`src/rtl/stp_pkg.sv`:
```
package stp_pkg;
  localparam int unsigned NUM_LINES  = 4;
  localparam int unsigned NUM_STATES = 4;
  localparam int unsigned IDX_W      = $clog2(NUM_STATES);

  typedef logic [IDX_W-1:0]     idx_t;
  typedef logic [NUM_LINES-1:0] lines_t;

  typedef struct packed {
    logic step;
    logic dir;
    logic rest;
  } stp_cmd_t;

  // Full-step pattern {A, A-bar, B, B-bar} for a table index.
  // A is high where both index bits agree; B is high in the lower half.
  function automatic lines_t full_step_pattern(idx_t idx);
    logic a_on;
    logic b_on;
    a_on = (idx[1] == idx[0]);
    b_on = ~idx[1];
    return {a_on, ~a_on, b_on, ~b_on};
  endfunction
endpackage

```
`src/rtl/stp_cmd_slot.sv`:
```
module stp_cmd_slot
  import stp_pkg::*;
(
  input  logic     clk,
  input  logic     rst_n,
  input  logic     in_valid,
  output logic     in_ready,
  input  stp_cmd_t in_cmd,
  input  logic     stb,
  output logic     fire,
  output stp_cmd_t held_cmd
);
  logic held_vld;

  assign fire     = stb & held_vld;
  assign in_ready = ~held_vld | stb;

  always_ff @(posedge clk or negedge rst_n) begin
    if (!rst_n) begin
      held_vld <= 1'b0;
      held_cmd <= '0;
    end else if (in_valid && in_ready) begin
      held_vld <= 1'b1;
      held_cmd <= in_cmd;
    end else if (fire) begin
      held_vld <= 1'b0;
    end
  end

  assert_pending_kept_R2: assert property (@(posedge clk) disable iff (!rst_n)
    (held_vld && !stb) |=> (held_vld && $stable(held_cmd)));

  assert_stall_R2: assert property (@(posedge clk) disable iff (!rst_n)
    (held_vld && !stb) |-> !in_ready);
endmodule

```
`src/rtl/stp_phase_seq.sv`:
```
module stp_phase_seq
  import stp_pkg::*;
(
  input  logic     clk,
  input  logic     rst_n,
  input  logic     fire,
  input  stp_cmd_t cmd,
  output idx_t     idx_nxt
);
  idx_t idx_q;
  logic move;

  assign move = fire && cmd.step && !cmd.rest;

  always_comb begin
    idx_nxt = idx_q;
    if (move) begin
      if (cmd.dir) idx_nxt = idx_q + idx_t'(1);
      else         idx_nxt = idx_q - idx_t'(1);
    end
  end

  always_ff @(posedge clk or negedge rst_n) begin
    if (!rst_n) idx_q <= '0;
    else        idx_q <= idx_nxt;
  end

  assert_idx_only_on_strobe_R3: assert property (@(posedge clk) disable iff (!rst_n)
    !fire |=> $stable(idx_q));

  assert_rest_keeps_idx_R6: assert property (@(posedge clk) disable iff (!rst_n)
    (fire && cmd.rest) |=> $stable(idx_q));
endmodule

```
`src/rtl/stp_coil_out.sv`:
```
module stp_coil_out
  import stp_pkg::*;
(
  input  logic   clk,
  input  logic   rst_n,
  input  logic   fire,
  input  logic   rest,
  input  idx_t   idx_nxt,
  output lines_t phase
);
  always_ff @(posedge clk or negedge rst_n) begin
    if (!rst_n)    phase <= '0;
    else if (fire) phase <= rest ? '0 : full_step_pattern(idx_nxt);
  end

  assert_rest_open_R6: assert property (@(posedge clk) disable iff (!rst_n)
    (fire && rest) |=> (phase == '0));

  assert_no_change_idle_R11: assert property (@(posedge clk) disable iff (!rst_n)
    !fire |=> $stable(phase));

  assert_pair_shape_R9: assert property (@(posedge clk) disable iff (!rst_n)
    (phase != '0) |-> ((phase[3] ^ phase[2]) && (phase[1] ^ phase[0])));

  assert_one_coil_R8: assert property (@(posedge clk) disable iff (!rst_n)
    (phase != '0 && $past(phase) != '0) |-> ($countones(phase ^ $past(phase)) <= 2));
endmodule

```
`src/rtl/stepper_phase_drv.sv`:
```
module stepper_phase_drv
  import stp_pkg::*;
(
  input  logic       clk,
  input  logic       rst_n,
  input  logic       cmd_valid,
  output logic       cmd_ready,
  input  logic       cmd_step,
  input  logic       cmd_dir,
  input  logic       cmd_rest,
  input  logic       stb,
  output logic [3:0] phase
);
  stp_cmd_t in_cmd;
  stp_cmd_t held_cmd;
  logic     fire;
  idx_t     idx_nxt;
  lines_t   phase_w;

  assign in_cmd = '{step: cmd_step, dir: cmd_dir, rest: cmd_rest};

  stp_cmd_slot u_slot (
    .clk(clk), .rst_n(rst_n),
    .in_valid(cmd_valid), .in_ready(cmd_ready), .in_cmd(in_cmd),
    .stb(stb), .fire(fire), .held_cmd(held_cmd)
  );

  stp_phase_seq u_seq (
    .clk(clk), .rst_n(rst_n),
    .fire(fire), .cmd(held_cmd), .idx_nxt(idx_nxt)
  );

  stp_coil_out u_out (
    .clk(clk), .rst_n(rst_n),
    .fire(fire), .rest(held_cmd.rest), .idx_nxt(idx_nxt), .phase(phase_w)
  );

  assign phase = phase_w;

  assert_change_needs_strobe_R3: assert property (@(posedge clk) disable iff (!rst_n)
    !$stable(phase) |-> $past(stb));
endmodule

```
`config.mk`:
```
export PLATFORM = sky130hd
export DESIGN_NAME = stepper_phase_drv
export DESIGN_NICKNAME = d
export VERILOG_FILES = /design/src/rtl/stp_pkg.sv /design/src/rtl/stp_cmd_slot.sv /design/src/rtl/stp_phase_seq.sv /design/src/rtl/stp_coil_out.sv /design/src/rtl/stepper_phase_drv.sv
export SDC_FILE = /design/constraint.sdc
export NUM_CORES = 1
export LEC_CHECK = 0
export BUFFER_PORTS_ARGS = -buffer_cell sky130_fd_sc_hd__buf_2
export CAP_MARGIN = 5
export CORE_AREA = 2 2 39 41
export CTS_CLUSTER_DIAMETER = 150
export CTS_CLUSTER_SIZE = 12
export DETAILED_ROUTE_END_ITERATION = 12
export DIE_AREA = 0 0 41 43
export PLACE_DENSITY = 0.57
export SYNTH_ARGS = -nofsm -noshare
export SYNTH_HDL_FRONTEND = slang
export SYNTH_HIERARCHICAL = 1
export SYNTH_SLANG_ARGS = --single-unit
```
`constraint.sdc`:
```
create_clock -name clk -period 1.66 [get_ports clk]
set_clock_uncertainty 0.15 [all_clocks]
set_input_delay 0.166 -clock clk [delete_from_list [all_inputs] [get_ports clk]]
set_output_delay 0.166 -clock clk [all_outputs]
set_load 0.01 [all_outputs]
```
==> flow_summary.ini, run 1 <==
[clock_tree]
ctsLongestPathBuffers = 2
cts_max_level = 1
cts.clk_slew.worst_paths_ns = 0.07
post_cts_buffers = 0
clock_latency_ns = 0.27
cts.sink_count = 10
cts_tree = done
cts_root_buf = clkbuf_4
cts_buffers = 3

[finish]
synthToLayoutAreaGrowth_pct = 44.7
fill_cells = 133
drive_gt1_share_pct = 50.0
layout_common_cells = buf_2, dfrtp_1, dlygate4sd3_1
final_core_utilization_pct = 48.6
fin_nets = 66
layout_commonest_cell = buf_2
diodes = 0

[timing]
slew_viol_final = 0
fin_crit_sh_pct = 94.4
grt_setup_unrepaired = false
setup_viol = 0
tightest_slew_ns = 0.313
hold_violations = 0
fin_crit_ns = 1.57
fmax_ghz = 0.638
max_slew_margin_pct = 79.0
setup_tns_ns = 0
worst_slack_ns = 0.0932

[synthesis]
synth_fp_nets = 41
synth_warnings = 6
synth_cell_types = 15
syn_area_um2 = 464
postSynthCellCount = 34
yosysSeqAreaShare_pct = 53.9
synth_seq_cells = 10
avgSynthCellArea_um2 = 13.7

[setup_path]
reg2reg_depth = 6
worstPathRequired_ns = 1.66
cp-start-kind = flip-flop
r2r-start = u_slot/held_vld
path_class = flip-flop to flip-flop
worstReg2RegEnd = u_out/phase[1]
r2r_slack_ns = 0.09
startpoint = u_slot/held_vld
cp_max_fo = 4
worst_setup_path_end_kind = flip-flop
arrival_ns = 1.57

[grt]
grt_usage_pct = 12.9
antenna_found_initial = 0
grt.overflow.total = 0
grt_pass1_vias = 341
grt_max_degree = 11
grt_pass1_wl_um = 1330

[flow_run]
cap_violations = 0

[place]
detailed_place_hpwl_um = 614
post-place-ws_ns = 0.0608
io_buffers = 11
gp_congestion = 0.664

[routing]
first_pass_iters = 3
antenna_left = 0
routed_wl_um = 810
drc = 0
drtIter0Drc = 5
vias = 313
wire_per_inst_um = 10.9
via_per_inst = 4.23

[outcome]
status = completed

[floorplan]
fp-row-count = 14
die_area_mm2 = 0.00176
io_pins = 12
start_util_pct = 33.5
die_h_um = 43
core_area_mm2 = 0.00138
die_w_um = 41

[power]
powerDensity_mw_per_mm2 = 1390
vdd_drop_max_v = 0.000621
p_leak_nw = 0.342

[hold_path]
hold_class = input pin to async pin
-- per-layer routing --
layer / wire (um) / vias up / share of wire, % / global-route usage, %
li1: - / 157 / - / -
met1: 320 / 146 / 40 / 11.0
met2: 449 / 10 / 55 / 20.0
met3: 40 / 0 / 4.9 / 7.85
met4: 0 / 0 / 0 / 10.0
met5: 0 / - / 0 / 0
-- registers in the layout (all words and copies together), names as in the netlist --
signal / count
u_slot/held_cmd: 3
u_out/phase: 4
u_slot/held_vld: 1
u_seq/idx_q: 2
-- how the worst max path moves through the flow --
| stage | endpoint | slack, ns |
|---|---|---|
| floorplan | u_out/phase[1] | 0.03 |
| global placement | u_out/phase[1] | 0.09 |
| detailed placement | u_out/phase[1] | 0.06 |
| CTS | u_out/phase[1] | 0.05 |
| global route | u_out/phase[1] | 0.02 |
| finish | u_out/phase[1] | 0.09 |
-- power breakdown --
group          switching, mW  total (mW)  leakage (nW)  internal [mW]
combinational          0.153       0.339         0.200          0.186
sequential            0.0513       0.373         0.122          0.322
clock                 0.0881       0.221        0.0210          0.133
total                  0.292       0.934         0.342          0.641
-- synthesized netlist by cell type --
master,count,share of area (%)
inv_1,3,2.4
and2_2,1,1.6
dfrtp_1,10,54
nand2_4,1,2.4
o22ai_1,2,2.7
mux2_4,4,13
nor2_1,2,1.6
or2b_1,1,1.6
xor2_1,3,5.7
o21ai_0,1,1.1
nand3b_4,1,4.3
nand2b_1,1,1.3
xnor2_1,2,3.8
nand2b_4,1,3.0
nand3b_1,1,1.6
-- worst max-delay path, stage by stage, from the launching register on --
cell and delay, ns:
dfrtp_1 0.34, and2_4 0.16, nand3b_4 0.09, nor2_4 0.13, xor2_2 0.24, nor2_1 0.08
mux2_4 0.26
-- per-stage QoR --
step / hold WS, ns / instance area [um2] / cells / power [mW]
CTS: 0.128 / 667 / 74 / 0.948
finish: 0.134 / 672 / 74 / 0.934
detailed placement: -0.110 / 581 / 65 / 0.707
floorplan: -0.280 / 475 / 34 / 0.587
global placement: -0.117 / 581 / 65 / 0.691
global route: 0.140 / 672 / 74 / 1.02
-- what timing repair did --
item | 4_1_cts | 5_1_grt
hold buffers | 5 | 0
endpoints found under the setup margin | 0 | 1
hold endpoints to repair | 14 | 0
resized for setup | 0 | 1
-- kinds of logic (layout without fill, tap and decap cells) --
group / after synthesis / count (layout) / share of synthesized area, %
compound gates: 3 / 3 / 3.77
xor+xnor: 5 / 5 / 9.44
buf+inv: 3 / 27 / 2.43
flops: 10 / 10 / 53.9
mux: 4 / 4 / 12.9
simple gates: 9 / 9 / 17.5
-- final cells by class --
| type | instances | area, um2 | share of cell area [%] |
|---|---|---|---|
| inverters | 3 | 11.3 | 1.68 |
| flip-flops and latches | 10 | 250 | 37.2 |
| multi-input cells | 21 | 219 | 32.6 |
| well taps | 16 | 20.0 | 2.98 |
| repair buffers | 20 | 135 | 20.1 |
| clock buffers | 4 | 36.3 | 5.40 |
No activity file was read; power rests on OpenSTA's default activity.
==> inputs of run 2 (changes only) <==
==> constraint.sdc (replaced) <==
create_clock -name clk -period 1.66 [get_ports clk]
set_clock_uncertainty 0.15 [all_clocks]
set_input_delay 0.332 -clock clk [delete_from_list [all_inputs] [get_ports clk]]
set_output_delay 0.332 -clock clk [all_outputs]
set_load 0.01 [all_outputs]
==> run 2 against run 1 <==
Routed wire length shrank 10%. Largest power group unchanged. Setup slack lost 0.0053 ns. Total power shrank 9.4%. Clock power shrank 28%. Highest routed layer is now met4. Combinational power shrank 7.7%. Fmax shrank 0.33%. Non-clock buffer count shrank 5.
==> flow_summary.ini, run 2 (synthesized netlist as in run 1, its figures left out) <==
[timing]
fin_crit_sh_pct = 94.7
fin_crit_ns = 1.57
fmax_ghz = 0.636
tightest_slew_ns = 0.352
max_slew_margin_pct = 76.4
hold_violations = 0
setup_tns_ns = 0
worst_slack_ns = 0.0880
setup_viol = 0
grt_setup_unrepaired = false
slew_viol_final = 0

[grt]
grt_usage_pct = 11.5
top_usage_layer = met2
antenna_found_initial = 0
grt_pass1_vias = 294
grt_pass1_wl_um = 1250
grt_util_met1_pct = 12.4
grt_max_degree = 11
grt_use_met2_pct = 17.2
grt.overflow.total = 0
gr-usage-met3_pct = 3.14

[finish]
drive_gt1_share_pct = 51.9
largest_reg_flops = 4
top_register = u_out/phase
diodes = 0
reg_top3 = u_out/phase x4, u_slot/held_cmd x3, u_seq/idx_q x2
layout_commonest_cell = buf_2
fin_area_um2 = 606
layout_common_cells = buf_2, dfrtp_1, mux2_4
synthToLayoutAreaGrowth_pct = 30.5
fin_nets = 61

[clock_tree]
cts_buffers = 3
cts_tree = done
cts_root_buf = clkbuf_4
cts.clk_slew.worst_paths_ns = 0.06
clock_latency_ns = 0.26
cts.sink_count = 10
cts_max_level = 1
post_cts_buffers = 0
ctsLongestPathBuffers = 2

[place]
gp_congestion = 0.680
post-place-ws_ns = 0.00379
io_buffers = 11
detailed_place_hpwl_um = 582
place_area_um2 = 573

[setup_path]
crit_family = flip-flops
worstReg2RegEnd = u_out/phase[3]
worst_setup_path_end_kind = flip-flop
path_buf_inv = 1
crit_slowest_cell = dfrtp_1
r2r_slack_ns = 0.09
r2r-start = u_slot/held_cmd[0]
reg2reg_depth = 6
arrival_ns = 1.56
worstPathRequired_ns = 1.65
path_class = flip-flop to flip-flop
path_cells = nand3b_4, nor2_2, xor2_2, buf_4, xor2_1, o22ai_1
slowest_delay_ns = 0.42
cp_max_fo = 5
cp-start-kind = flip-flop

[hold_path]
hold_class = input pin to flip-flop
holdPathEnd = u_slot/held_cmd[1]
hold_depth = 2
hp-start = cmd_dir

[power]
vdd_drop_max_v = 0.000454
p_leak_nw = 0.314
powerDensity_mw_per_mm2 = 1400

[routing]
vias = 295
drc = 0
drtIter0Drc = 0
via_per_inst = 4.34
first_pass_iters = 1
antenna_left = 0
routed_wl_um = 729
wire_per_inst_um = 10.7

[floorplan]
fp-row-count = 14
core_area_mm2 = 0.00138
die_h_um = 43
io_pins = 12
die_area_mm2 = 0.00176
die_w_um = 41
start_util_pct = 33.5

[outcome]
status = completed

[flow_run]
cap_violations = 0
-- run 2: cell count changes in the layout (fill, tap and decap cells not counted) --
cell	change
nor2_4	-1
buf_4	-1
nor2_2	+1
clkbuf_8	-1
dlygate4sd3_1	-4
-- run 2: power by group --
group | total (mW) | switching, mW | internal [mW]
logic | 0.313 | 0.139 | 0.175
registers | 0.374 | 0.0516 | 0.322
clock network | 0.159 | 0.0758 | 0.0834
-- run 2: layout make-up --
class / count / area (um2)
multi-input combinational: 21 / 214
timing repair buffer: 15 / 87.6
sequential: 10 / 250
tap: 16 / 20.0
inverter: 3 / 11.3
clock buffer: 3 / 22.5
fill: 145 / 778
-- run 2: routing by layer --
metal  share of wire [%]  vias to the layer above
li1                    -                      147
met1                  41                      136
met2                  51                       10
met3                 6.0                        2
met4                 1.1                        0
met5                   0                        -
-- run 2: metrics by stage --
stage               instances  power [mW]  hold WS [ns]  utilization (%)
floorplan                  34       0.587        -0.114                -
global placement           64       0.687        0.0524             41.4
detailed placement         64       0.697        0.0528             41.4
CTS                        68       0.863         0.140             43.8
global route               68       0.923         0.143             43.8
finish                     68       0.846         0.150             43.8
-- run 2: timing repair --
action,4_1_cts,5_1_grt
gates resized for setup,0,0
endpoints found under the hold margin,10,0
hold buffers,1,0
-- run 2: how the worst max path moves through the flow --
stage                                  start        endpoint  slack (ns)  cells after the start
after global placement                   stb  u_out/phase[3]        0.05                      8
after global routing      u_slot/held_cmd[0]  u_out/phase[3]        0.01                      6
final                     u_slot/held_cmd[0]  u_out/phase[3]        0.09                      6
after detailed placement                 stb  u_out/phase[3]       0.004                      8
after floorplan              u_slot/held_vld  u_out/phase[1]        0.03                      6
after CTS                 u_slot/held_cmd[0]  u_out/phase[3]        0.07                      6
==> inputs of run 3 (changes only) <==
Clock period 1.66 ns to 1.39 ns, I/O delays scaled along.
==> run 3 against run 2 <==
The run now ends with setup timing left. Register-to-register slack got worse by 0.25 ns. Sequential share of layout area fell by 5.7 points. Clock power up 64%. Highest routed layer is now met3. Total power is 43% higher.
==> flow_summary.ini, run 3 (synthesized netlist as in run 1, its figures left out) <==
[floorplan]
die_w_um = 41
core_area_mm2 = 0.00138
start_util_pct = 33.5
die_h_um = 43
fp-row-count = 14
io_pins = 12
die_area_mm2 = 0.00176

[finish]
stdcell_count = 77
diodes = 0
fill_cells = 125
layout_common_cells = buf_2, buf_4, dfrtp_1
synthToLayoutAreaGrowth_pct = 51.2
multiInputGateArea_um2 = 226
fin_nets = 69
reg_top3 = u_out/phase x4, u_slot/held_cmd x3, u_seq/idx_q x2
final-seq-area_um2 = 250
drive_gt1_share_pct = 60.7
top_register = u_out/phase
largest_reg_flops = 4

[grt]
grt_pass1_wl_um = 1250
antenna_found_initial = 0
grt.overflow.total = 0
grt_max_degree = 11
grt_pass1_vias = 334
grt_usage_pct = 11.3

[routing]
vias = 331
via_per_inst = 4.30
routed_wl_um = 788
drc = 0
wire_per_inst_um = 10.2
antenna_left = 0
drtIter0Drc = 0
first_pass_iters = 1

[power]
combinationalPowerShare_pct = 41.5
clkPwrFrac_pct = 21.6
powerDensity_mw_per_mm2 = 1720
switching_share_pct = 30.5
p_leak_nw = 0.366
netSwitchingPower_uw = 368
vdd_drop_max_v = 0.000599
p_int_uw = 839
seqPwrFrac_pct = 36.9

[setup_path]
cp_max_fo = 3
worstPathRequired_ns = 1.38
path_class = flip-flop to flip-flop
arrival_ns = 1.55
reg2reg_depth = 6
cp-start-kind = flip-flop
worst_setup_path_end_kind = flip-flop

[timing]
tightest_slew_ns = 0.346
setup_viol = 3
fmax_ghz = 0.642
slew_viol_final = 0
grt_setup_unrepaired = true
fin_crit_ns = 1.56
hold_violations = 0
max_slew_margin_pct = 76.8
fin_crit_sh_pct = 112
worst_slack_ns = -0.167

[clock_tree]
cts_buffers = 3
clock_latency_ns = 0.26
cts_root_buf = clkbuf_4
cts_max_level = 1
cts.sink_count = 10
cts_tree = done
ctsLongestPathBuffers = 2
cts.clk_slew.worst_paths_ns = 0.07

[place]
gp_congestion = 0.667
dp.cells = 69
io_buffers = 11
post-place-ws_ns = -0.176

[outcome]
status = finished, violations left
violations = setup timing

[hold_path]
hold_class = input pin to flip-flop
hold_depth = 2

[flow_run]
cap_violations = 0
==> run 3: changes by cell type in the layout (fill, tap and decap cells not counted) <==
cell / change
buf_6: +2
nor2_4: +1
nor2_2: -1
buf_2: -1
xor2_1: -1
buf_4: +7
xor2_2: +1
clkbuf_8: +1
==> run 3: final timing paths <==
kind	slack (ns)	endpoint	startpoint
min in group asynchronous	0.25	u_out/phase[0]	rst_n
max	-0.17	u_out/phase[3]	u_slot/held_cmd[1]
min	0.09	u_slot/held_cmd[2]	cmd_step
max in group asynchronous	0.65	u_slot/held_vld	rst_n
min reg2reg	0.36	u_out/phase[1]	u_out/phase[1]
max reg2reg	-0.17	u_out/phase[3]	u_slot/held_cmd[1]
==> run 3: layout make-up <==
type,instances,share of cell area [%]
clock buffer,4,5.17
inverter,3,1.60
multi-input combinational,21,32.3
sequential,10,35.7
tap,16,2.85
timing repair buffer,23,22.5
==> run 3: power groups by stage <==
| stage | Sequential, mW | Clock [mW] | Combinational (mW) |
|---|---|---|---|
| 3_5_place_dp | 0.445 | 0 | 0.461 |
| 2_1_floorplan | 0.470 | 0 | 0.240 |
| 6_report | 0.446 | 0.261 | 0.501 |
| 5_1_grt | 0.458 | 0.291 | 0.556 |
| 4_1_cts | 0.449 | 0.277 | 0.507 |
| 3_3_place_gp | 0.442 | 0 | 0.452 |
==> run 3: through the flow <==
step                utilization (%)  hold WS [ns]  setup TNS (ns)  total power, mW  area (um2)
floorplan                         -        -0.168          -0.379            0.710         480
global placement               44.5      -0.00251          -0.352            0.894         616
detailed placement             44.5      0.000835          -0.420            0.906         616
CTS                            50.5        0.0793          -0.418             1.23         698
global route                   50.7        0.0759          -0.650             1.30         702
finish                         50.7        0.0899          -0.377             1.21         702
==> run 3: routing by layer <==
metal | vias to the layer above | track usage, % | wire length (um)
li1 | 164 | - | -
met1 | 157 | 11.4 | 304
met2 | 10 | 17.5 | 427
met3 | 0 | 3.14 | 56
met4 | 0 | 10.0 | 0
met5 | - | 0 | 0
==> run 3: timing repair <==
| action | 4_1_cts | 5_1_grt |
|---|---|---|
| endpoints found under the hold margin | 10 | 0 |
| buffers inserted | 3 | 0 |
| pin swaps | 1 | 2 |
| endpoints found under the setup margin | 4 | 5 |
| hold buffers | 1 | 0 |
| gates resized for setup | 2 | 1 |
| gates cloned | 0 | 0 |
==> run 3: worst max-delay path, stage by stage, from the launching register on <==
cell and delay (ns):
dfrtp_1 0.41, xor2_2 0.19, nor2_4 0.13, xor2_2 0.17, buf_4 0.15, xor2_1 0.14, o22ai_1 0.09
